===== config.mk =====
export PLATFORM = sky130hd
export DESIGN_NAME = spi_frame_engine
export DESIGN_NICKNAME = d
export VERILOG_FILES = /design/src/rtl/spi_eng_pkg.sv /design/src/rtl/spi_cfg_decode.sv /design/src/rtl/spi_sclk_timer.sv /design/src/rtl/spi_rx_capture.sv /design/src/rtl/spi_frame_engine.sv
export SDC_FILE = /design/constraint.sdc
export NUM_CORES = 1
export LEC_CHECK = 0
export BUFFER_PORTS_ARGS = -buffer_cell sky130_fd_sc_hd__buf_2
export CAP_MARGIN = 25
export CORE_ASPECT_RATIO = 0.75
export CORE_UTILIZATION = 60
export CTS_CLUSTER_DIAMETER = 200
export DETAILED_ROUTE_END_ITERATION = 16
export PLACE_DENSITY = 0.94
export SLEW_MARGIN = 10
export SYNTH_ARGS = -nofsm -noshare
export SYNTH_HDL_FRONTEND = slang
export SYNTH_HIERARCHICAL = 1
export SYNTH_SLANG_ARGS = --single-unit
export TNS_END_PERCENT = 100

===== constraint.sdc =====
create_clock -name clk -period 6.8 [get_ports clk]
set_clock_uncertainty 0.15 [all_clocks]
set_input_delay 1.02 -clock clk [delete_from_list [all_inputs] [get_ports clk]]
set_output_delay 1.02 -clock clk [all_outputs]
set_load 0.01 [all_outputs]

===== src/rtl/spi_eng_pkg.sv =====
package spi_eng_pkg;
  localparam int unsigned WMAX = 16;
  localparam int unsigned NBW  = $clog2(WMAX + 1);
  localparam int unsigned EIW  = NBW + 1;

  typedef struct packed {
    logic [NBW-1:0] nbits;
    logic           cpol;
    logic           cpha;
    logic           loopb;
    logic [1:0]     fmt;
    logic [1:0]     tmode;
  } spi_cfg_t;

  typedef enum logic [1:0] {
    ST_IDLE  = 2'd0,
    ST_SHIFT = 2'd1,
    ST_DRAIN = 2'd2,
    ST_GAP   = 2'd3
  } eng_state_t;
endpackage


===== src/rtl/spi_cfg_decode.sv =====
module spi_cfg_decode
  import spi_eng_pkg::*;
#(
  parameter bit ALT_LAYOUT = 1'b0,
  parameter int CW         = 16
) (
  input  logic [CW-1:0] ctrl,
  output spi_cfg_t      cfg
);
  localparam int MIN_CW = 14;
  logic [3:0] size_m1;

  initial begin
    if (CW < MIN_CW) $error("control word too narrow");
  end

  assign size_m1   = ctrl[3:0];
  assign cfg.nbits = (size_m1 < 4'd3) ? NBW'(4) : (NBW'(size_m1) + NBW'(1));

  generate
    if (ALT_LAYOUT) begin : g_alt
      assign cfg.fmt   = ctrl[7:6];
      assign cfg.cpha  = ctrl[8];
      assign cfg.cpol  = ctrl[9];
      assign cfg.tmode = ctrl[11:10];
      assign cfg.loopb = ctrl[13];
    end else begin : g_std
      assign cfg.fmt   = ctrl[5:4];
      assign cfg.cpha  = ctrl[6];
      assign cfg.cpol  = ctrl[7];
      assign cfg.tmode = ctrl[9:8];
      assign cfg.loopb = ctrl[11];
    end
  endgenerate
endmodule


===== src/rtl/spi_sclk_timer.sv =====
module spi_sclk_timer #(
  parameter int DIVW = 16
) (
  input  logic            clk,
  input  logic            rst_n,
  input  logic            run,
  input  logic [DIVW-1:0] div_raw,
  output logic            edge_ev,
  output logic            div_ok
);
  localparam int HW = DIVW - 1;
  logic [HW-1:0] half;
  logic [HW-1:0] hc_q;

  assign half    = div_raw[DIVW-1:1];
  assign div_ok  = (half != '0);
  assign edge_ev = run && (hc_q == '0);

  always_ff @(posedge clk or negedge rst_n) begin
    if (!rst_n)              hc_q <= '0;
    else if (!run || hc_q == '0) hc_q <= half - HW'(1);
    else                     hc_q <= hc_q - HW'(1);
  end

  AST_HALF_IN_RANGE: assert property (@(posedge clk) disable iff (!rst_n)
    run |-> (hc_q < half));
endmodule


===== src/rtl/spi_rx_capture.sv =====
module spi_rx_capture #(
  parameter int W    = 16,
  parameter int DLYW = 3,
  parameter int CNTW = 5
) (
  input  logic            clk,
  input  logic            rst_n,
  input  logic            clear,
  input  logic            strobe,
  input  logic            bypass,
  input  logic [DLYW-1:0] dly,
  input  logic            din_ext,
  input  logic            din_loop,
  output logic [W-1:0]    word,
  output logic [CNTW-1:0] count
);
  localparam int DEPTH = (1 << DLYW) - 1;
  logic [DEPTH:1] chain_q;
  logic [DEPTH:0] taps;
  logic           fire;
  logic           bit_in;

  assign taps   = {chain_q, strobe};
  assign fire   = bypass ? strobe : taps[dly];
  assign bit_in = bypass ? din_loop : din_ext;

  always_ff @(posedge clk or negedge rst_n) begin
    if (!rst_n) begin
      chain_q <= '0;
      word    <= '0;
      count   <= '0;
    end else if (clear) begin
      chain_q <= '0;
      word    <= '0;
      count   <= '0;
    end else begin
      chain_q <= taps[DEPTH-1:0];
      if (fire) begin
        word  <= {word[W-2:0], bit_in};
        count <= count + CNTW'(1);
      end
    end
  end

  AST_COUNT_LIMIT: assert property (@(posedge clk) disable iff (!rst_n)
    count <= CNTW'(W));
endmodule


===== src/rtl/spi_frame_engine.sv =====
module spi_frame_engine
  import spi_eng_pkg::*;
#(
  parameter bit ALT_LAYOUT = 1'b0,
  parameter int CW         = 16,
  parameter int DIVW       = 16,
  parameter int NSS        = 4,
  parameter int DLYW       = 3
) (
  input  logic               clk,
  input  logic               rst_n,
  input  logic               engine_en,
  input  logic [CW-1:0]      ctrl_word,
  input  logic [DIVW-1:0]    baud_div,
  input  logic [NSS-1:0]     slave_en,
  input  logic [DLYW-1:0]    rx_delay,
  input  logic               tx_valid,
  output logic               tx_ready,
  input  logic [WMAX-1:0]    tx_data,
  output logic               rx_valid,
  input  logic               rx_ready,
  output logic [WMAX-1:0]    rx_data,
  input  logic               miso,
  output logic               sclk,
  output logic               mosi,
  output logic [NSS-1:0]     ss_n
);
  localparam int IDXW = $clog2(WMAX);

  spi_cfg_t       cfg;
  eng_state_t     state;
  logic [WMAX-1:0] txsr;
  logic [EIW-1:0] eidx;
  logic [EIW-1:0] last_e;
  logic [IDXW-1:0] msb_idx;
  logic           edge_ev, div_ok, cfg_ok, go, active;
  logic           leading, samp_ev, launch, tx_bit;
  logic [WMAX-1:0] cap_word;
  logic [NBW-1:0] cap_cnt;

  spi_cfg_decode #(.ALT_LAYOUT(ALT_LAYOUT), .CW(CW)) u_dec (
    .ctrl(ctrl_word), .cfg(cfg)
  );

  spi_sclk_timer #(.DIVW(DIVW)) u_tmr (
    .clk(clk), .rst_n(rst_n), .run(state == ST_SHIFT),
    .div_raw(baud_div), .edge_ev(edge_ev), .div_ok(div_ok)
  );

  spi_rx_capture #(.W(WMAX), .DLYW(DLYW), .CNTW(NBW)) u_cap (
    .clk(clk), .rst_n(rst_n), .clear(tx_ready), .strobe(samp_ev),
    .bypass(cfg.loopb), .dly(rx_delay), .din_ext(miso), .din_loop(tx_bit),
    .word(cap_word), .count(cap_cnt)
  );

  always_comb begin
    active   = (state != ST_IDLE);
    cfg_ok   = (cfg.fmt == 2'b00) && (cfg.tmode == 2'b00);
    go       = engine_en && (|slave_en) && div_ok && cfg_ok && tx_valid && !rx_valid;
    tx_ready = ((state == ST_IDLE) || (state == ST_GAP)) && go;
    last_e   = EIW'({cfg.nbits, 1'b0}) - EIW'(1);
    msb_idx  = IDXW'(cfg.nbits - NBW'(1));
    tx_bit   = txsr[msb_idx];
    leading  = ~eidx[0];
    samp_ev  = edge_ev && (leading ^ cfg.cpha);
    launch   = edge_ev && (cfg.cpha ? (leading && (eidx != '0))
                                    : (!leading && (eidx != last_e)));
    mosi     = active ? tx_bit : 1'b0;
    ss_n     = ~(slave_en & {NSS{active}});
  end

  always_ff @(posedge clk or negedge rst_n) begin
    if (!rst_n) begin
      state    <= ST_IDLE;
      sclk     <= 1'b0;
      txsr     <= '0;
      eidx     <= '0;
      rx_valid <= 1'b0;
      rx_data  <= '0;
    end else if (!engine_en) begin
      state    <= ST_IDLE;
      sclk     <= cfg.cpol;
      eidx     <= '0;
      rx_valid <= 1'b0;
    end else begin
      if (rx_valid && rx_ready) rx_valid <= 1'b0;
      case (state)
        ST_IDLE: begin
          sclk <= cfg.cpol;
          if (go) begin
            state <= ST_SHIFT;
            txsr  <= tx_data;
            eidx  <= '0;
          end
        end
        ST_SHIFT: begin
          if (edge_ev) begin
            sclk <= ~sclk;
            eidx <= eidx + EIW'(1);
            if (launch) txsr <= txsr << 1;
            if (eidx == last_e) state <= ST_DRAIN;
          end
        end
        ST_DRAIN: begin
          if (cap_cnt == cfg.nbits) begin
            rx_valid <= 1'b1;
            rx_data  <= cap_word;
            state    <= ST_GAP;
          end
        end
        default: begin
          if (go) begin
            state <= ST_SHIFT;
            txsr  <= tx_data;
            eidx  <= '0;
          end else if (!tx_valid || !(|slave_en) || !div_ok || !cfg_ok) begin
            state <= ST_IDLE;
          end
        end
      endcase
    end
  end

  AST_NO_POP_WHEN_FULL: assert property (@(posedge clk) disable iff (!rst_n)
    (state == ST_SHIFT) |-> !rx_valid);
  AST_IDLE_WHEN_OFF: assert property (@(posedge clk) disable iff (!rst_n)
    !engine_en |=> (state == ST_IDLE && !rx_valid));
  AST_SCLK_REST_LEVEL: assert property (@(posedge clk) disable iff (!rst_n)
    (state == ST_GAP) |-> (sclk == cfg.cpol));
  AST_RX_HOLD: assert property (@(posedge clk) disable iff (!rst_n)
    (rx_valid && !rx_ready && engine_en) |=> (rx_valid && $stable(rx_data)));
  AST_DRAIN_COUNT: assert property (@(posedge clk) disable iff (!rst_n)
    (state == ST_DRAIN) |-> (cap_cnt <= cfg.nbits));
endmodule


[Word level (Yosys, flattened, before mapping)]
Index checks and enable logic that the tools add are counted.
Word-level totals
  register bits: 85
  logic and storage cells: 119
Cells by class
  reduce and logical (&&, ||, !) cells: 39
  equal/unequal tests: 16
  add/subtract/negate cells: 7
  $lt $le $gt $ge: 3
  mux-type cells: 38
  bitwise operators: 6
Operators with widths (count)
  two-way mux 16 bit: 5
  case mux 16 bit (2 select lines): 1
  subtractor 15 x 1 -> 15 bit (second input constant): 2
  two-way mux 6 bit: 3
  zero test 15 bit: 1
  two-way mux 15 bit: 1
  two-way mux 5 bit: 3
  nonzero test 15 bit: 1
  two-way mux 2 bit: 7
  logical AND 1 bit: 13
  two-way mux 1 bit: 12
  inequality test 3 bit (second input constant): 4
  case mux 6 bit (2 select lines): 1
  AND reduction 5 bit: 2
  two-way mux 7 bit: 1
  adder 6 x 1 -> 6 bit (second input constant): 1
  == test 6 bit: 1
  zero test 1 bit: 6
  zero test 2 bit: 3
  inequality test 2 bit (second input constant): 3
  inequality test 3 x 1 -> 1 bit (second input constant): 2
  inequality test 6 bit: 1
  case mux 2 bit (3 select lines): 1
  AND reduction 3 bit: 2
  other kinds (23): 32

[Longest topological paths before layout]
Gate-level depths: netlist of the first run.
  depth after elaboration: 10
  mapped depth: 13
  depth with buffers taken out: 12

[Hierarchy]
Netlist of the first run, hierarchy kept.
By module, submodules not included
  spi_frame_engine: times used 1, seq. area each 1051.0 um2, area an instance 2553.7 um2, cells each 220
  spi_rx_capture: times used 1, seq. area each 700.7 um2, area an instance 1213.7 um2, cells each 98
  spi_sclk_timer: times used 1, seq. area each 375.4 um2, area an instance 1102.3 um2, cells each 122
  spi_cfg_decode: times used 1, seq. area each 0.0 um2, area an instance 113.9 um2, cells each 16

[Worst setup path after synthesis of the first run]
OpenSTA, ideal clock, no wires.
  path kind: input port to output port
  start point: in ctrl_word[0]
  end point: out mosi
  stages: 11
  arrival: 3029 ps
  required time: 5630 ps
  setup slack: 2601 ps
  path through: ha_1 -> nor3_1 -> nor2_1 -> buf_4 -> inv_1 -> ha_1 -> xor2_1 -> mux4_2 -> nand2_1 -> a31oi_1 -> nor2b_1
RTL lines
  start: declaration: RTL line spi_frame_engine.sv:13  | input logic [CW-1:0] ctrl_word,
  end: declaration: RTL line spi_frame_engine.sv:25  | output logic mosi,

==> impl_results.md, run 1 <==
- Syn Area/Cell: 10.9 sq um
- Cts bufs inserted: 9
- Total gr overflow: 0
- R2R Path Start: u_tmr/hc_q[11]
- Slew of the pin with the lowest slew margin: 0.906 ns
- Max Cap Viol: 0
- # hold bufs at CTS: 0
- Post-Synth Simple-Gate Area: 15.6%
- Largest family of logic cells by synthesized area: multiplexers
- CTS tree: yes
- YS warnings: 6
- Ys flop type: dfrtp_1
- Skew-Pair Late Insertion Delay: 0.36 ns
- Cts repair resizes: 0
- WL final: 10700 um
- Synth async-reset ratio: 100%
- Setup crit start kind: input port
- Synth unique cells: 59
- CP Cell Sequence: buf_2 -> ha_1 -> nor3_1 -> nor2_1 -> inv_1 -> ha_1 -> mux4_2 -> nor2b_1 -> a211oi_1 -> a31oi_1 -> nor2b_1 -> buf_2
- Layout cell share with drive strength beyond 1: 31.0%
- Area post-placement: 5330 sq um
- Drt pass-1 iters: 5
- CTS Buffer Depth: 2
- Int Pwr: 1.06 mW
- Crit path required time: 5.63 ns
- Combinational power share: 34.0%
- Hold WS: 0.353 ns
- Fillers: 584
- Reg power frac: 46.0%
- P_leak: 2.70 nW
- Horiz. Die Dim: 107 um
- CP bufs+invs: 3
- Most frequent cells in the layout: 85 x dfrtp_1, 77 x buf_2, 38 x mux2_2
- Hpwl dp: 7610 um
- Final Max Tran Viols: 0
- Compound-gate portion of the synthesized area: 8.64%
- Setup TNS: 0 ns
- Vert. Die Dim: 80.9 um
- Setup Buffers After CTS: 0
- Via count: 3711
- Crit path max fanout: 7
- DR vias/cell: 5.85
- Sequential area share after synthesis: 42.7%
- Critical Path Start: ctrl_word[0]
- Post-layout instance area: 5560 sq um
- Status: completed
- Power density over the cells: 295 nW/um^2
- H-tree depth: 3
- Antenna viol nets, final: 0
- Port bufs: 78
- Critical Path Max Stage Delay: 0.52 ns
- First-pass GRT wire length: 17200 um
- Die outline area: 8680 sq um
- Post-Layout Cell Count: 634
- GPL Wtd Cong: 0.856
- Post-synth EDFFs: 0
- # setup viols final: 0
- IO Pins: 85
- NetSw: 0.581 mW
- Worst setup EP type: output pin
- #FFs+latches synth: 85
- Max Fclk: 202 MHz
- Number of global-route vias before repair: 3655
- # DRC: 0
- Tmin final: 4.96 ns
- Critical Path Slowest Stage Cell: mux4_2
- Row cnt: 28
- Largest delay share family, worst path: simple AND/OR/NAND/NOR gates
- Clk slew on worst S/H paths: 0.08 ns
- Placed instance count: 615
- Initial antenna violation count: 0
- Post-Syn Area: 4980 sq um
- Post-Syn Instances: 456
- Iter 0 DRT Violations: 263
- Mux cell area share after synthesis: 20.0%
- Largest net degree at the start of global routing: 86
- Area grow syn2layout: 11.6%
- Adder-cell share of the synthesized area: 2.51%
- Final net count: 595
- Slew HR: 39.6%
- Switching Fraction: 35.5%
- N_diodes: 0
- Final hold vios: 0
- Peak VDD IR: 0.000163 V
- RSZ-0062 raised after global routing: false
- Setup CP Type: in -> out
- Clock Tree Root: clkbuf_8
- Clock power frac: 20.0%
- Starting Density: 62.7%
- Hold Crit Start: rx_data[11]
- Fin crit share: 72.9%
- Worst hold path class: reg -> reg
- Final Core Density: 70.0%
- Drt wl/cell: 16.9 um
- XOR/XNOR share of the synthesized area: 5.62%
- Global Route Usage Sum: 25.8%
- Syn Nets: 527
- Commonest non-fill, non-tap cell in the layout: dfrtp_1
- Arr. time, crit path: 3.79 ns
- Clock Sinks: 85
- Core outline area: 7950 sq um
## cell type report
class	instances	area [sq um]	area share (%)
repair buffers	82	454	8.16
inverters	14	52.6	0.944
clock buffers	13	159	2.86
multi-input cells	332	2620	47.1
well taps	105	131	2.36
flip-flops and latches	85	2130	38.2
clock inverters	3	20.0	0.360
## cell usage after synthesis (11+ instances only)
master,number,area (sq um)
dfrtp_1,85,2130
inv_1,14,52.6
mux2_2,38,428
mux2i_1,32,320
nand2_1,28,105
nor2_1,36,135
nor2b_1,19,119
nor3_1,16,80.1
o21ai_0,12,60.1
xnor2_1,21,184
xor2_1,11,96.3
## logic make-up after synthesis
| logic type | after synthesis |
|---|---|
| simple gates | 148 |
| flops | 85 |
| mux | 84 |
| compound gates | 58 |
| buf+inv | 39 |
| xor+xnor | 32 |
| fa+ha+maj | 10 |
## path summary, 6_finish.rpt
kind,to,slack (ns),cells after the start
setup / recovery,mosi,1.84,12
hold / removal,rx_data[11],0.35,1
setup reg to reg,txsr[1],2.50,9
hold reg to reg,rx_data[11],0.35,1
max in group asynchronous,rx_data[9],5.44,2
min in group asynchronous,u_tmr/hc_q[7],0.45,1
## registers in the layout, summed over array words and instances, names as in the netlist
register / count
eidx: 6
rx_data: 16
rx_valid: 1
sclk: 1
state: 2
txsr: 16
u_cap/chain_q: 7
u_cap/count: 5
u_cap/word: 16
u_tmr/hc_q: 15
## routing by layer
layer,GRT usage (%),vias up,part of all wire [%]
li1,-,1747,-
met1,33.6,1792,44
met2,41.8,141,47
met3,6.90,31,6.7
met4,9.73,0,2.3
met5,0,-,0
## metrics by stage
step / setup WS [ns] / power (mW)
CTS: 1.82 / 1.64
finish: 1.84 / 1.64
floorplan: 2.60 / 1.16
global route: 1.53 / 1.73
detailed placement: 1.82 / 1.31
global placement: 1.84 / 1.27
## power groups by stage
stage               sequential (mW)  clock [mW]  combinational, mW
floorplan                     0.726           0              0.435
global placement              0.748           0              0.518
detailed placement            0.760           0              0.546
CTS                           0.752       0.334              0.551
global route                  0.771       0.354              0.608
finish                        0.754       0.328              0.557
Note: power is estimated with default switching activity, not from simulation.
==> run 2: changes to the inputs <==
--- a/config.mk
+++ b/config.mk
@@ -8,10 +8,10 @@
 export BUFFER_PORTS_ARGS = -buffer_cell sky130_fd_sc_hd__buf_2
 export CAP_MARGIN = 25
 export CORE_ASPECT_RATIO = 0.75
-export CORE_UTILIZATION = 60
+export CORE_UTILIZATION = 57
 export CTS_CLUSTER_DIAMETER = 200
 export DETAILED_ROUTE_END_ITERATION = 16
-export PLACE_DENSITY = 0.94
+export PLACE_DENSITY = 0.91
 export SLEW_MARGIN = 10
 export SYNTH_ARGS = -nofsm -noshare
 export SYNTH_HDL_FRONTEND = slang
==> constraint.sdc (replaced) <==
create_clock -name clk -period 4.75 [get_ports clk]
set_clock_uncertainty 0.15 [all_clocks]
set_input_delay 0.7125 -clock clk [delete_from_list [all_inputs] [get_ports clk]]
set_output_delay 0.7125 -clock clk [all_outputs]
set_load 0.01 [all_outputs]
==> impl_results.md, run 2 (synthesized netlist as in run 1, its figures left out) <==
- Drt wl/cell: 16.9 um (about the same)
- Iter 0 DRT Violations: 264 (+0.38%)
- GPL Wtd Cong: 0.810 (-5.4%)
- CTS tree: yes
- Post-Layout Cell Count: 642 (+1.3%)
- Worst hold path class: in -> async
- RSZ-0062 raised after global routing: false
- H-tree depth: 3 (unchanged)
- # DRC: 0 (unchanged)
- Setup TNS: 0 ns (unchanged)
- Commonest non-fill, non-tap cell in the layout: dfrtp_1
- Arr. time, crit path: 3.35 ns (-0.44 ns)
- Final net count: 600 (+0.84%)
- DR vias/cell: 5.84 (-0.21%)
- Final Core Density: 68.0% (-2.0 points)
- Hpwl dp: 7570 um (-0.57%)
- Power density over the cells: 462 nW/um^2 (+57%)
- Crit path required time: 3.89 ns (-1.74 ns)
- Status: completed
- Cts bufs inserted: 9 (unchanged)
- Peak VDD IR: 0.000232 V (+43%)
- Clock Tree Root: clkbuf_16
- Placed instance count: 623 (+1.3%)
- # hold bufs at CTS: 0 (unchanged)
- Largest registers: rx_data x16, txsr x16, u_cap/word x16
- Crit path max fanout: 7 (unchanged)
- Core outline area: 8450 sq um (+6.3%)
- Slew HR: 39.2% (-0.41 points)
- Setup CP Type: in -> out
- P_leak: 2.80 nW (+3.7%)
- Antenna viol nets, final: 0 (unchanged)
- CTS Buffer Depth: 2 (unchanged)
- Area grow syn2layout: 15.3%
- Total gr overflow: 0 (unchanged)
- Clk slew on worst S/H paths: 0.06 ns (-0.02 ns)
- First-pass GRT wire length: 17900 um (+4.0%)
- Cts repair resizes: 0 (unchanged)
- # setup viols final: 0 (unchanged)
- Hold WS: 0.175 ns (-0.178 ns)
- Horiz. Die Dim: 110 um (+2.6%)
- Largest net degree at the start of global routing: 86 (unchanged)
- Fin crit share: 88.6%
- N_diodes: 0 (unchanged)
- WL final: 10800 um (+1.2%)
- Setup Buffers After CTS: 0 (unchanged)
- Skew-Pair Late Insertion Delay: 0.34 ns (-0.02 ns)
- Drt pass-1 iters: 5 (unchanged)
- Die outline area: 9120 sq um (+5.1%)
- Port bufs: 78 (unchanged)
- Clock Sinks: 85 (unchanged)
- Via count: 3750 (+1.1%)
- Final Max Tran Viols: 0 (unchanged)
- Vert. Die Dim: 83.0 um (+2.5%)
- Number of global-route vias before repair: 3824 (+4.6%)
- Row cnt: 29 (+3.6%)
- Setup crit start kind: input port
- Starting Density: 58.9% (-3.7 points)
- Max Fclk: 238 MHz
- IO Pins: 85 (unchanged)
- Global Route Usage Sum: 25.4% (-0.43 points)
- Initial antenna violation count: 0 (unchanged)
- Slew of the pin with the lowest slew margin: 0.912 ns (+0.00619 ns)
- Tmin final: 4.21 ns
- Fillers: 612 (+4.8%)
- Max Cap Viol: 0 (unchanged)
- Most frequent cells in the layout: 85 x dfrtp_1, 77 x buf_2, 38 x mux2_2
- Final hold vios: 0 (unchanged)
- Worst setup EP type: output pin
- Layout cell share with drive strength beyond 1: 31.8% (+0.83 points)
==> run 2: changes by cell type in the layout (fill, tap and decap cells not counted), sizes merged <==
cell | before | now
buf | 82 | 87
bufinv | 0 | 2
clkbuf | 13 | 11
clkinvlp | 2 | 0
clkinv | 1 | 2
inv | 14 | 15
==> run 2: path summary, 6_finish.rpt <==
path | cells after the start | slack [ns] | endpoint | from
setup / recovery | 13 | 0.54 | mosi | ctrl_word[0]
min in group clk | 1 | 0.35 | u_cap/chain_q[3] | u_cap/chain_q[2]
max in group asynchronous | 2 | 3.66 | u_cap/count[4] | rst_n
setup reg to reg | 11 | 0.72 | u_cap/count[3] | u_tmr/hc_q[9]
hold reg to reg | 1 | 0.35 | u_cap/chain_q[3] | u_cap/chain_q[2]
hold / removal | 1 | 0.18 | u_tmr/hc_q[10] | rst_n
==> run 2: cell type report <==
cell class	instances	area [sq um]	share of cell area [%]
clock inverters	5	82.6	1.44
well taps	108	135	2.35
multi-input cells	332	2620	45.6
repair buffers	87	488	8.49
flip-flops and latches	85	2130	37.0
inverters	14	52.6	0.914
clock buffers	11	243	4.22
==> run 2: metal layers <==
| layer | vias to the layer above | wire (um) | global-route usage, % |
|---|---|---|---|
| met5 | - | 0 | 0 |
| met4 | 0 | 167 | 8.12 |
| met3 | 18 | 642 | 6.36 |
| met2 | 120 | 5290 | 41.1 |
| met1 | 1865 | 4750 | 33.3 |
| li1 | 1747 | - | - |
==> run 2: worst max-delay path, cell delays in order <==
cell and delay [ns]:
buf_2 0.12, ha_1 0.23, nor3_1 0.21, nor2_1 0.07, buf_4 0.18, inv_1 0.08, ha_1 0.25, xor2_1 0.37
mux4_2 0.55, nand2_1 0.08, a31oi_1 0.16, nor2b_1 0.20, buf_2 0.15
==> run 2: through the flow <==
stage	worst slack, ns	cell area [sq um]	total power, mW
2_1_floorplan	1.17	4980	1.66
6_report	0.540	5750	2.65
5_1_grt	0.359	5750	2.80
3_3_place_gp	0.709	5370	1.82
4_1_cts	0.581	5700	2.65
3_5_place_dp	0.592	5370	1.88
==> run 2: power breakdown <==
group / internal [mW] / switching [mW]
clock: 0.477 / 0.283
combinational: 0.394 / 0.419
sequential: 0.908 / 0.174
